<file path="config.mk">
export PLATFORM = sky130hd
export DESIGN_NAME = sector_prot_array
export DESIGN_NICKNAME = d
export VERILOG_FILES = /design/src/rtl/sp_pkg.sv /design/src/rtl/sp_cmd_decoder.sv /design/src/rtl/sp_busy_timer.sv /design/src/rtl/sp_prot_array.sv /design/src/rtl/sector_prot_array.sv
export SDC_FILE = /design/constraint.sdc
export NUM_CORES = 1
export LEC_CHECK = 0
export ABC_AREA = 1
export BUFFER_PORTS_ARGS = -buffer_cell sky130_fd_sc_hd__buf_2
export CAP_MARGIN = 20
export CORE_MARGIN = 4
export CORE_UTILIZATION = 49
export DETAILED_ROUTE_END_ITERATION = 8
export GPL_ROUTABILITY_DRIVEN = 0
export GPL_TIMING_DRIVEN = 0
export PLACE_DENSITY = 0.84
export SLEW_MARGIN = 15
export SYNTH_ARGS = -nofsm -noshare
export SYNTH_HDL_FRONTEND = slang
export SYNTH_SLANG_ARGS = --single-unit
</file>
<file path="constraint.sdc">
create_clock -name clk -period 1.7 [get_ports clk]
set_clock_uncertainty 0.1 [all_clocks]
set_input_delay 0.51 -clock clk [delete_from_list [all_inputs] [get_ports clk]]
set_output_delay 0.51 -clock clk [all_outputs]
set_load 0.02 [all_outputs]
</file>
<file path="src/rtl/sp_pkg.sv">
package sp_pkg;

    typedef enum logic [2:0] {
        ST_IDLE,
        ST_UNL1,
        ST_UNL2,
        ST_PMODE,
        ST_PROG_ARM,
        ST_CLR_ARM,
        ST_EXIT_ARM
    } sp_state_e;

    localparam logic [7:0] CMD_KEY1     = 8'hAA;
    localparam logic [7:0] CMD_KEY2     = 8'h55;
    localparam logic [7:0] CMD_ENTER    = 8'hC0;
    localparam logic [7:0] CMD_PROG     = 8'hA0;
    localparam logic [7:0] CMD_PROG_GO  = 8'h00;
    localparam logic [7:0] CMD_CLR      = 8'h80;
    localparam logic [7:0] CMD_CLR_GO   = 8'h30;
    localparam logic [7:0] CMD_EXIT     = 8'h90;
    localparam logic [7:0] CMD_EXIT_GO  = 8'h00;
    localparam logic [7:0] CMD_FREEZE   = 8'h50;

    typedef struct packed {
        sp_state_e state;
    } dec_regs_t;

endpackage

</file>
<file path="src/rtl/sp_cmd_decoder.sv">
module sp_cmd_decoder
    import sp_pkg::*;
#(
    parameter int          ADDR_W = 12,
    parameter int          SECT_W = 3,
    parameter logic [11:0] UNL_A  = 12'h555,
    parameter logic [11:0] UNL_B  = 12'h2AA
) (
    input  logic              clk,
    input  logic              rst_n,
    input  logic              wr_en,
    input  logic [ADDR_W-1:0] wr_addr,
    input  logic [7:0]        wr_data,
    input  logic              busy,
    output logic              mode_active,
    output logic              set_pulse,
    output logic              clr_pulse,
    output logic              frz_pulse,
    output logic              arr_wr_pulse,
    output logic [SECT_W-1:0] sect_idx
);

    dec_regs_t dec_d, dec_q;
    logic      hit_a, hit_b, take;

    assign hit_a    = (wr_addr == ADDR_W'(UNL_A));
    assign hit_b    = (wr_addr == ADDR_W'(UNL_B));
    assign take     = wr_en && !busy;
    assign sect_idx = wr_addr[ADDR_W-1 -: SECT_W];

    always_comb begin
        dec_d        = dec_q;
        set_pulse    = 1'b0;
        clr_pulse    = 1'b0;
        frz_pulse    = 1'b0;
        arr_wr_pulse = 1'b0;
        if (take) begin
            case (dec_q.state)
                ST_IDLE: begin
                    if (hit_a && wr_data == CMD_KEY1) dec_d.state = ST_UNL1;
                    else                              arr_wr_pulse = 1'b1;
                end
                ST_UNL1:
                    dec_d.state = (hit_b && wr_data == CMD_KEY2) ? ST_UNL2 : ST_IDLE;
                ST_UNL2:
                    dec_d.state = (hit_a && wr_data == CMD_ENTER) ? ST_PMODE : ST_IDLE;
                ST_PMODE: begin
                    if (hit_a) begin
                        case (wr_data)
                            CMD_PROG:   dec_d.state = ST_PROG_ARM;
                            CMD_CLR:    dec_d.state = ST_CLR_ARM;
                            CMD_EXIT:   dec_d.state = ST_EXIT_ARM;
                            CMD_FREEZE: frz_pulse   = 1'b1;
                            default:    dec_d.state = ST_PMODE;
                        endcase
                    end
                end
                ST_PROG_ARM: begin
                    dec_d.state = ST_PMODE;
                    if (wr_data == CMD_PROG_GO) set_pulse = 1'b1;
                end
                ST_CLR_ARM: begin
                    dec_d.state = ST_PMODE;
                    if (wr_data == CMD_CLR_GO) clr_pulse = 1'b1;
                end
                ST_EXIT_ARM:
                    dec_d.state = (hit_a && wr_data == CMD_EXIT_GO) ? ST_IDLE : ST_PMODE;
                default:
                    dec_d.state = ST_IDLE;
            endcase
        end
    end

    always_ff @(posedge clk or negedge rst_n) begin
        if (!rst_n) dec_q <= '{state: ST_IDLE};
        else        dec_q <= dec_d;
    end

    assign mode_active = (dec_q.state == ST_PMODE)    || (dec_q.state == ST_PROG_ARM) ||
                         (dec_q.state == ST_CLR_ARM)  || (dec_q.state == ST_EXIT_ARM);

endmodule

</file>
<file path="src/rtl/sp_busy_timer.sv">
module sp_busy_timer #(
    parameter int BUSY_CYCLES = 4
) (
    input  logic clk,
    input  logic rst_n,
    input  logic start,
    output logic busy
);

    localparam int CNT_W = $clog2(BUSY_CYCLES + 1);

    logic [CNT_W-1:0] cnt_d, cnt_q;

    always_comb begin
        cnt_d = cnt_q;
        if (start)             cnt_d = CNT_W'(BUSY_CYCLES);
        else if (cnt_q != '0)  cnt_d = cnt_q - 1'b1;
    end

    always_ff @(posedge clk or negedge rst_n) begin
        if (!rst_n) cnt_q <= '0;
        else        cnt_q <= cnt_d;
    end

    assign busy = (cnt_q != '0);

endmodule

</file>
<file path="src/rtl/sp_prot_array.sv">
module sp_prot_array #(
    parameter int SECTORS = 8,
    parameter int SECT_W  = 3
) (
    input  logic               clk,
    input  logic               por_n,
    input  logic               rst_n,
    input  logic               set_pulse,
    input  logic               clr_pulse,
    input  logic               frz_pulse,
    input  logic               arr_wr_pulse,
    input  logic [SECT_W-1:0]  sect_idx,
    input  logic [SECT_W-1:0]  qry_sector,
    output logic [SECTORS-1:0] prot_bits,
    output logic               qry_prot,
    output logic               frozen,
    output logic               wr_err
);

    typedef struct packed {
        logic frozen;
        logic err;
    } vol_t;

    logic [SECTORS-1:0] bits_d, bits_q;
    vol_t               vol_d, vol_q;

    always_comb begin
        bits_d = bits_q;
        vol_d  = vol_q;
        if (!vol_q.frozen) begin
            if (clr_pulse)      bits_d = '0;
            else if (set_pulse) bits_d[sect_idx] = 1'b1;
        end
        if (frz_pulse) vol_d.frozen = 1'b1;
        if (arr_wr_pulse && bits_q[sect_idx]) vol_d.err = 1'b1;
    end

    // persistent storage: only power-on reset touches it
    always_ff @(posedge clk or negedge por_n) begin
        if (!por_n) bits_q <= '0;
        else        bits_q <= bits_d;
    end

    always_ff @(posedge clk or negedge rst_n) begin
        if (!rst_n) vol_q <= '{frozen: 1'b0, err: 1'b0};
        else        vol_q <= vol_d;
    end

    assign prot_bits = bits_q;
    assign qry_prot  = bits_q[qry_sector];
    assign frozen    = vol_q.frozen;
    assign wr_err    = vol_q.err;

endmodule

</file>
<file path="src/rtl/sector_prot_array.sv">
module sector_prot_array
    import sp_pkg::*;
#(
    parameter int          ADDR_W      = 12,
    parameter int          SECTORS     = 8,
    parameter int          BUSY_CYCLES = 4,
    parameter logic [11:0] UNL_A       = 12'h555,
    parameter logic [11:0] UNL_B       = 12'h2AA,
    localparam int         SECT_W      = $clog2(SECTORS)
) (
    input  logic              clk,
    input  logic              por_n,
    input  logic              hw_rst_n,
    input  logic              wr_en,
    input  logic [ADDR_W-1:0] wr_addr,
    input  logic [7:0]        wr_data,
    input  logic [SECT_W-1:0] qry_sector,
    output logic              qry_prot,
    output logic              mode_active,
    output logic              busy,
    output logic              frozen,
    output logic              wr_err
);

    logic               rst_all_n;
    logic               set_pulse, clr_pulse, frz_pulse, arr_wr_pulse;
    logic [SECT_W-1:0]  sect_idx;
    logic [SECTORS-1:0] prot_bits;
    logic               op_start;

    assign rst_all_n = por_n & hw_rst_n;
    assign op_start  = (set_pulse | clr_pulse) & ~frozen;

    sp_cmd_decoder #(
        .ADDR_W (ADDR_W),
        .SECT_W (SECT_W),
        .UNL_A  (UNL_A),
        .UNL_B  (UNL_B)
    ) u_dec (
        .clk          (clk),
        .rst_n        (rst_all_n),
        .wr_en        (wr_en),
        .wr_addr      (wr_addr),
        .wr_data      (wr_data),
        .busy         (busy),
        .mode_active  (mode_active),
        .set_pulse    (set_pulse),
        .clr_pulse    (clr_pulse),
        .frz_pulse    (frz_pulse),
        .arr_wr_pulse (arr_wr_pulse),
        .sect_idx     (sect_idx)
    );

    sp_busy_timer #(
        .BUSY_CYCLES (BUSY_CYCLES)
    ) u_tmr (
        .clk   (clk),
        .rst_n (rst_all_n),
        .start (op_start),
        .busy  (busy)
    );

    sp_prot_array #(
        .SECTORS (SECTORS),
        .SECT_W  (SECT_W)
    ) u_arr (
        .clk          (clk),
        .por_n        (por_n),
        .rst_n        (rst_all_n),
        .set_pulse    (set_pulse),
        .clr_pulse    (clr_pulse),
        .frz_pulse    (frz_pulse),
        .arr_wr_pulse (arr_wr_pulse),
        .sect_idx     (sect_idx),
        .qry_sector   (qry_sector),
        .prot_bits    (prot_bits),
        .qry_prot     (qry_prot),
        .frozen       (frozen),
        .wr_err       (wr_err)
    );

endmodule

</file>
# After elaboration in Yosys (flattened, before gate mapping)
# Cells that the tools add are included.
# op_classes
addsub,1
order_cmp,3
n_eq_ne,19
muxes,30
n_bitwise,5
reduce_logical,19
# op_table
operator,count
"8-bit == test, second input constant",5
3-bit case mux with 6 select lines,1
"8-bit by 7-bit == test with 1-bit output, second input constant",2
1-bit two-way mux,16
8-bit two-way mux,2
"12-bit by 10-bit == test with 1-bit output, second input constant",1
"12-bit by 11-bit == test with 1-bit output, second input constant",1
3-bit two-way mux,4
3-bit case mux with 4 select lines,1
"3-bit == test, second input constant",3
"8-bit by 6-bit == test with 1-bit output, second input constant",1
8-bit logical NOT,1
"3-bit by 4-bit less-than comparator with 1-bit output, second input constant",2
8-bit OR,1
1-bit logical AND,7
1-bit binary-select mux with 3-bit select,2
"3-bit by 2-bit == test with 1-bit output, second input constant",2
2-bit two-way mux,3
"2-bit by 1-bit != test with 1-bit output, second input constant",2
4-bit AND reduction,1
2-bit nonzero test,2
1-bit demux with 3-bit select,1
"3-bit by 1-bit == test with 1-bit output, second input constant",1
"3-bit by 1-bit greater-or-equal comparator with 1-bit output, second input constant",1
other kinds (11),14
# word_totals
regBits,16
inputBits,27
output_inout_bits,5
word_cells,82

# Logic depth before layout (Yosys ltp)
# Gate-level depths: netlist of the first run.
# logic_depth
ltp_word,7
ltp_mapped,11
mapped_depth_nobuf,11

# Hierarchy
# From an unflattened synthesis of the first run, not the netlist that was laid out.
# unflattened
hier_cells,237
area_unflattened_um2,1422.6
# modules_own_cells
module,n_inst,cells_each,area_per_inst_um2,seq_area_each_um2
sp_cmd_decoder,1,130,663.1,75.1
sp_prot_array,1,81,570.5,250.2
sp_busy_timer,1,22,173.9,75.1
sector_prot_array,1,4,15.0,0.0

# Least setup slack after synthesis of the first run
# No wires, ideal clock.
# synth_path
path_type,in2out
from,in qry_sector[0]
to,out qry_prot
t_arrival_ns,1.365
required_time_ns,1.090
path_slack_ns,-0.275
cell_stages,5
n_path_buf,0
cell_sequence,inv_1 -> nor2_1 -> o32ai_1 -> inv_1 -> o21ai_0
# synth_via
elab_chain_cells,2
# synth_lines
item,line_no,rtl
"start, declared",sector_prot_array.sv:17,"input logic [SECT_W-1:0] qry_sector,"
1-bit binary-select mux with 3-bit select,sp_prot_array.sv:51,assign qry_prot = bits_q[qry_sector];
1-bit two-way mux (implied by the code),sp_prot_array.sv:51,
"end, declared",sector_prot_array.sv:18,"output logic qry_prot,"
# Every way passes these cells. The select of a mux whose other input is x is not followed.

# Worst setup path after layout of the first run
# Ends and elaborated chain as after synthesis.

==> flow_summary.ini, run 1 <==
[status]
outcome = finished with violations
violations = setup timing

[global_route]
use_met1_pct = 26.5
grt_overflow_total = 0
antenna_found_initial = 0
grt_busiest_layer = met2
grt_pass1_wl_um = 5640
grt_usage_pct = 19.4
globalRouteMet3Util_pct = 1.47
grt_pass1_vias = 1415
use_met2_pct = 31.1
grt_max_degree = 11

[final_layout]
finalNonFillerCells = 306
antennaDiodeCount = 0
final_cell_mix = nand2_1 (57), nor2_1 (45), inv_1 (29)
fillers = 233
area_delta_synth_final_pct = 33.0
finish.utilization_pct = 68.0
final_common_cell = nand2_1
nNetsFinal = 305
drive_above_1_share_pct = 30.9

[worst_setup_path]
critPathMaxStageDelay_ns = 0.23
critical_path.max_fanout = 5
r2r_cells = 10
path_cells = buf_6 -> inv_4 -> nor2_2 -> o32ai_2 -> inv_1 -> o21ai_4 -> buf_6
cp-start-kind = input port
crit_top_cell = buf_6
crit_path_end_kind = output pin
worstPathRequired_ns = 1.09
crit_start = qry_sector[0]
cp_slowest_cell = o32ai_2
arrival_ns = 1.32
reg2reg_from = u_tmr.cnt_q[0]$_DFFE_PN0P_
crit_type = in -> out

[worst_hold_path]
hp-class = in -> async

[yosys]
post-synth-top-area-fraction_pct = 28.4
ys_top_cells_by_area = dfrtp_1 (28%), nand2_1 (15%), nor2_1 (13%)
ys_warn_count = 0
ys_seq_elements = 16
syn_inst = 225
synth_area_leader_cell = dfrtp_1
syn-cell-area_sq_mm = 0.00141
synth.distinct_cells = 27
ys_seq_area_share_pct = 28.4
synth_nets = 254
avgSynthCellArea_sq_um = 6.26

[floorplan]
ios = 32
start_util_pct = 51.1
die-area_sq_mm = 0.00380
die_y_um = 61.6
rows = 19
coreArea_sq_mm = 0.00276
die_x_um = 61.6

[routing]
viasPerCell = 5.23
postRouteAntennaNets = 0
drt_first_iter_violations = 114
drt-total-wl_um = 3670
wire_per_inst_um = 12.0
vias = 1599
drc = 0
firstDrtPassIters = 4

[cts]
htree_levels = 1
cts-root-buf = clkbuf_4
clk_pin_slew_ns = 0.09
insertion_delay_ns = 0.27
clock_sinks = 16
clk_path_buf_depth = 2
numCtsBuffers = 3
tritoncts = yes

[power]
p_sw_uw = 207
switching_share_pct = 26.5
p_int_uw = 574
pwr_density_cell_mw_per_mm2 = 416
p_seq_share_pct = 48.7
power_frac_clock_pct = 31.2
vdd_ir_drop_max_uv = 473
p_leak_nw = 1.02
pwr-share-comb_pct = 20.0

[sta]
fin_crit_sh_pct = 114
setup_viol = 3
hold_ws_ns = 0.0842
finalHoldViolCount = 0
slew_headroom_pct = 78.3
fin_crit_ns = 1.93
final-max-slew-violation-count = 0
fin_ws_ns = -0.233
rsz0062_at_grt = yes
worstMarginPinSlew_ns = 0.321
fmax_ghz = 0.517

[run]
cap_violations = 0

[place]
pre_cts_ws_ns = -0.308
portBuffers = 31
hpwlAfterDp_um = 2630
place_inst = 287
-- Yosys cell counts (all sizes together) --
library cell / n
nor3: 6
dfrtp: 16
nand4: 4
ha: 2
o21ai: 20
inv: 36
nand3: 16
o21a: 1
nand3b: 3
o22ai: 2
o32ai: 2
a21oi: 3
o21bai: 1
buf: 1
o31ai: 1
nand2: 61
nor4: 1
nor2: 47
xor2: 2
-- logic make-up after synthesis --
family                   count (synthesis)  share of synthesized area, %
AO/OA/AOI/OAI                           30                          14.0
XOR/XNOR                                 2                          1.24
adder cells (fa/ha/maj)                  2                          1.78
buffers and inverters                   37                          10.4
flip-flops                              16                          28.4
AND/OR/NAND/NOR                        138                          44.1
-- critical path, delay by kind of cell --
family	cells	cell delay, ns
buffers and inverters	4	0.40
AOI/OAI and AO/OA	2	0.38
and+or+nand+nor	1	0.04
-- through the flow --
stage                     setup TNS [ns]  power (mW)  instance area [sq um]
final                             -0.396       0.780                   1870
after global routing              -0.572       0.818                   1870
after CTS                         -0.398       0.773                   1800
after detailed placement           -2.31       0.522                   1610
after global placement             -2.13       0.520                   1610
after floorplan                  -0.0219       0.459                   1420
-- timing repair --
action,in CTS,in global routing
gates resized for setup,22,14
pin swaps,5,7
endpoints found under the hold margin,8,0
hold buffers,1,0
buffers inserted,10,4
endpoints found under the setup margin,11,14
-- state kept, by name, indices dropped and copies added, names as in the netlist --
register	cells
u_arr.frozen	1
u_dec.dec_q	3
u_arr.prot_bits	8
u_tmr.cnt_q	3
u_arr.wr_err	1
-- power by group through the flow --
stage / clock network [mW] / registers [mW] / logic, mW
final: 0.244 / 0.380 / 0.156
after global routing: 0.264 / 0.380 / 0.174
after detailed placement: 0 / 0.388 / 0.134
after CTS: 0.246 / 0.380 / 0.147
after floorplan: 0 / 0.388 / 0.0708
after global placement: 0 / 0.388 / 0.132
-- per-layer routing --
metal  wire length (um)  share of wire (%)  up-vias
li1                   -                  -      820
met1               1640                 45      715
met2               1720                 47       54
met3                204                5.6       10
met4                105                2.9        0
met5                  0                  0        -
-- path summary, 6_finish.rpt --
kind                                                       end  slack (ns)
worst min register to register        u_arr.wr_err$_DFFE_PN0P_        0.38
worst max register to register  u_arr.prot_bits[5]$_DFFE_PN0P_        0.09
worst min-delay path                u_tmr.cnt_q[2]$_DFFE_PN0P_        0.08
max in group asynchronous           u_dec.dec_q[2]$_DFFE_PN0P_        0.46
min in group clk                      u_arr.wr_err$_DFFE_PN0P_        0.38
worst max-delay path                                  qry_prot       -0.23
-- area by class of cell --
| cell class | instances | area (sq um) | area share (%) |
|---|---|---|---|
| plain buffers | 1 | 20.0 | 1.07 |
| clock buffers | 4 | 36.3 | 1.94 |
| inverters | 36 | 143 | 7.61 |
| multi-input cells | 172 | 937 | 50.0 |
| flip-flops and latches | 16 | 404 | 21.6 |
| well taps | 31 | 38.8 | 2.07 |
| repair buffers | 46 | 295 | 15.8 |
Note: power is estimated with default switching activity, not from simulation.
==> run 2: changes to the inputs <==
--- a/config.mk
+++ b/config.mk
@@ -14,7 +14,9 @@
 export GPL_ROUTABILITY_DRIVEN = 0
 export GPL_TIMING_DRIVEN = 0
 export PLACE_DENSITY = 0.84
+export SETUP_SLACK_MARGIN = 0.4
 export SLEW_MARGIN = 15
 export SYNTH_ARGS = -nofsm -noshare
 export SYNTH_HDL_FRONTEND = slang
+export SYNTH_HIERARCHICAL = 1
 export SYNTH_SLANG_ARGS = --single-unit
==> run 2 against run 1 <==
  * Synthesized cell count increased by 5.3%
  * Critical path depth increased by 4
  * Cell count increased by 6.9%
  * Non-clock buffer count increased by 11
  * Fmax increased by 1.3%
  * Combinational power increased by 13%
  * First-iteration DRC count decreased by 20%
  * The flow still finishes with violations (setup timing)
==> flow_summary.ini, run 2 <==
[place]
hpwlAfterDp_um = 2670
pre_cts_ws_ns = -0.316
portBuffers = 31

[cts]
numCtsBuffers = 3
clk_pin_slew_ns = 0.10
htree_levels = 1
tritoncts = yes
clock_sinks = 16
clk_path_buf_depth = 2
insertion_delay_ns = 0.28
cts-root-buf = clkbuf_4

[yosys]
syn_inst = 237
synth_nets = 266
post-synth-top-area-fraction_pct = 28.1
synth-edff-count = 0
synth_area_leader_cell = dfrtp_1
postSynth.asyncResetShare_pct = 100
dominantRegCellSynth = dfrtp_1
ys_top_cells_by_area = dfrtp_1 (28%), nand2_1 (19%), nor2_1 (10%)
yosys-top-cells-count = nand2_1 (71), nor2_1 (38), inv_1 (32), dfrtp_1 (16), nand3_1 (15)
ys_seq_area_share_pct = 28.1
ys_seq_elements = 16
ys_warn_count = 6
avgSynthCellArea_sq_um = 6.00
syn-cell-area_sq_mm = 0.00142
yosysMostFrequentCell = nand2_1
synth.distinct_cells = 22

[routing]
viasPerCell = 5.17
drc = 0
vias = 1689
wire_per_inst_um = 12.6
drt_first_iter_violations = 91
drt-total-wl_um = 4120
firstDrtPassIters = 4
postRouteAntennaNets = 0

[final_layout]
fillers = 200
largest_register_ffs = 8
area_delta_synth_final_pct = 51.8
nNetsFinal = 326
antennaDiodeCount = 0
final_common_cell = nand2_1
drive_above_1_share_pct = 48.3
final_cell_mix = nand2_1 (63), nor2_1 (27), buf_2 (25)

[sta]
setup_tns_ns = -1.94
rsz0062_at_grt = yes
setup_viol = 13
finalHoldViolCount = 0
fin_crit_ns = 1.91
fmax_ghz = 0.524
fin_crit_sh_pct = 112
worstMarginPinSlew_ns = 0.280
final-max-slew-violation-count = 0
slew_headroom_pct = 81.2
fin_ws_ns = -0.208

[global_route]
antenna_found_initial = 0
grt_usage_pct = 21.5
use_met1_pct = 25.1
use_met2_pct = 39.5
grt_max_degree = 10
grt_pass1_wl_um = 6290
globalRouteMet3Util_pct = 4.34
grt_pass1_vias = 1554
grt_busiest_layer = met2
grt_overflow_total = 0

[worst_setup_path]
worst_r2r_endpoint = u_arr/prot_bits[1]$_DFFE_PN0P_
arrival_ns = 2.02
crit_path_end_kind = flip-flop
r2r_slack_ns = -0.21
r2r_cells = 11
critical_path.max_fanout = 4
worstPathRequired_ns = 1.82
cp-start-kind = flip-flop
crit_type = reg -> reg
reg2reg_from = u_tmr/cnt_q[0]$_DFFE_PN0P_

[floorplan]
die_y_um = 61.9
rows = 19
die_x_um = 61.9
ios = 32
die-area_sq_mm = 0.00383
coreArea_sq_mm = 0.00276
start_util_pct = 51.6

[worst_hold_path]
hp-class = in -> async

[power]
pwr_density_cell_mw_per_mm2 = 374
p_leak_nw = 1.07
vdd_ir_drop_max_uv = 565

[status]
outcome = finished with violations
violations = setup timing

[run]
cap_violations = 0
## run 2: changes by cell type after synthesis, sizes merged, moves of 3 or more
cell / change
nor3: -3
o21ai: -15
inv: +5
nand2: +14
nor2: +5
a21oi: +11
## run 2: where the power goes
| group | total [mW] | switching [mW] | internal (mW) |
|---|---|---|---|
| Sequential | 0.380 | 0.00000908 | 0.380 |
| Clock | 0.251 | 0.120 | 0.130 |
| Combinational | 0.176 | 0.108 | 0.0681 |
| Total | 0.807 | 0.228 | 0.579 |
## run 2: repair_timing
item	4_1_cts	5_1_grt
buffers inserted	7	16
hold buffers	1	0
setup endpoints to repair	21	29
hold endpoints to repair	8	0
gates resized for setup	24	26
pin swaps	16	17
## run 2: metrics by stage
stage	cells	cell area [sq um]	util, %	hold slack (ns)	total power [mW]
floorplan	237	1570	-	0.114	0.479
global placement	299	1770	64.1	0.265	0.546
detailed placement	299	1770	64.1	0.268	0.548
CTS	311	1930	70.0	0.0791	0.804
global route	327	2160	78.3	0.0990	0.854
finish	327	2160	78.3	0.0888	0.807
## run 2: area by class of cell
class	instances	area [sq um]	share of cell area (%)
clock buffers	4	36.3	1.68
plain buffers	3	22.5	1.04
inverters	42	201	9.33
repair buffers	55	408	18.9
well taps	31	38.8	1.80
multi-input cells	176	1050	48.5
flip-flops and latches	16	405	18.8
## run 2: critical path, cell delays in order, from the launching register on
cell      delay, ns
dfrtp_1        0.40
inv_2          0.09
ha_4           0.15
nand2_4        0.06
nor2_4         0.12
nand3_2        0.11
nor3_4         0.20
buf_6          0.12
o21bai_4       0.09
nor2_4         0.17
nand2_1        0.07
a21oi_1        0.15
## run 2: worst max-delay path by stage
stage                                     from                              to  slack [ns]  cells after the start
floorplan           u_tmr/cnt_q[1]$_DFFE_PN0P_      u_tmr/cnt_q[0]$_DFFE_PN0P_       -0.04                     11
global placement                    wr_data[3]      u_tmr/cnt_q[0]$_DFFE_PN0P_       -0.30                     11
detailed placement                  wr_data[3]  u_arr/prot_bits[2]$_DFFE_PN0P_       -0.32                     10
CTS                 u_tmr/cnt_q[0]$_DFFE_PN0P_      u_tmr/cnt_q[0]$_DFFE_PN0P_       -0.16                     11
global route        u_tmr/cnt_q[0]$_DFFE_PN0P_  u_arr/prot_bits[1]$_DFFE_PN0P_       -0.32                     11
finish              u_tmr/cnt_q[0]$_DFFE_PN0P_  u_arr/prot_bits[1]$_DFFE_PN0P_       -0.21                     11
## run 2: layer usage
metal	routed length, um	vias to the layer above
met5	0	-
met4	57	0
met3	179	8
met2	2210	54
met1	1670	782
li1	-	845
## run 2: kinds of logic after synthesis
family,share of synthesized area (%)
flip-flops,28.1
adder cells (fa/ha/maj),1.76
AND/OR/NAND/NOR,49.2
buffers and inverters,12.7
AO/OA/AOI/OAI,8.27
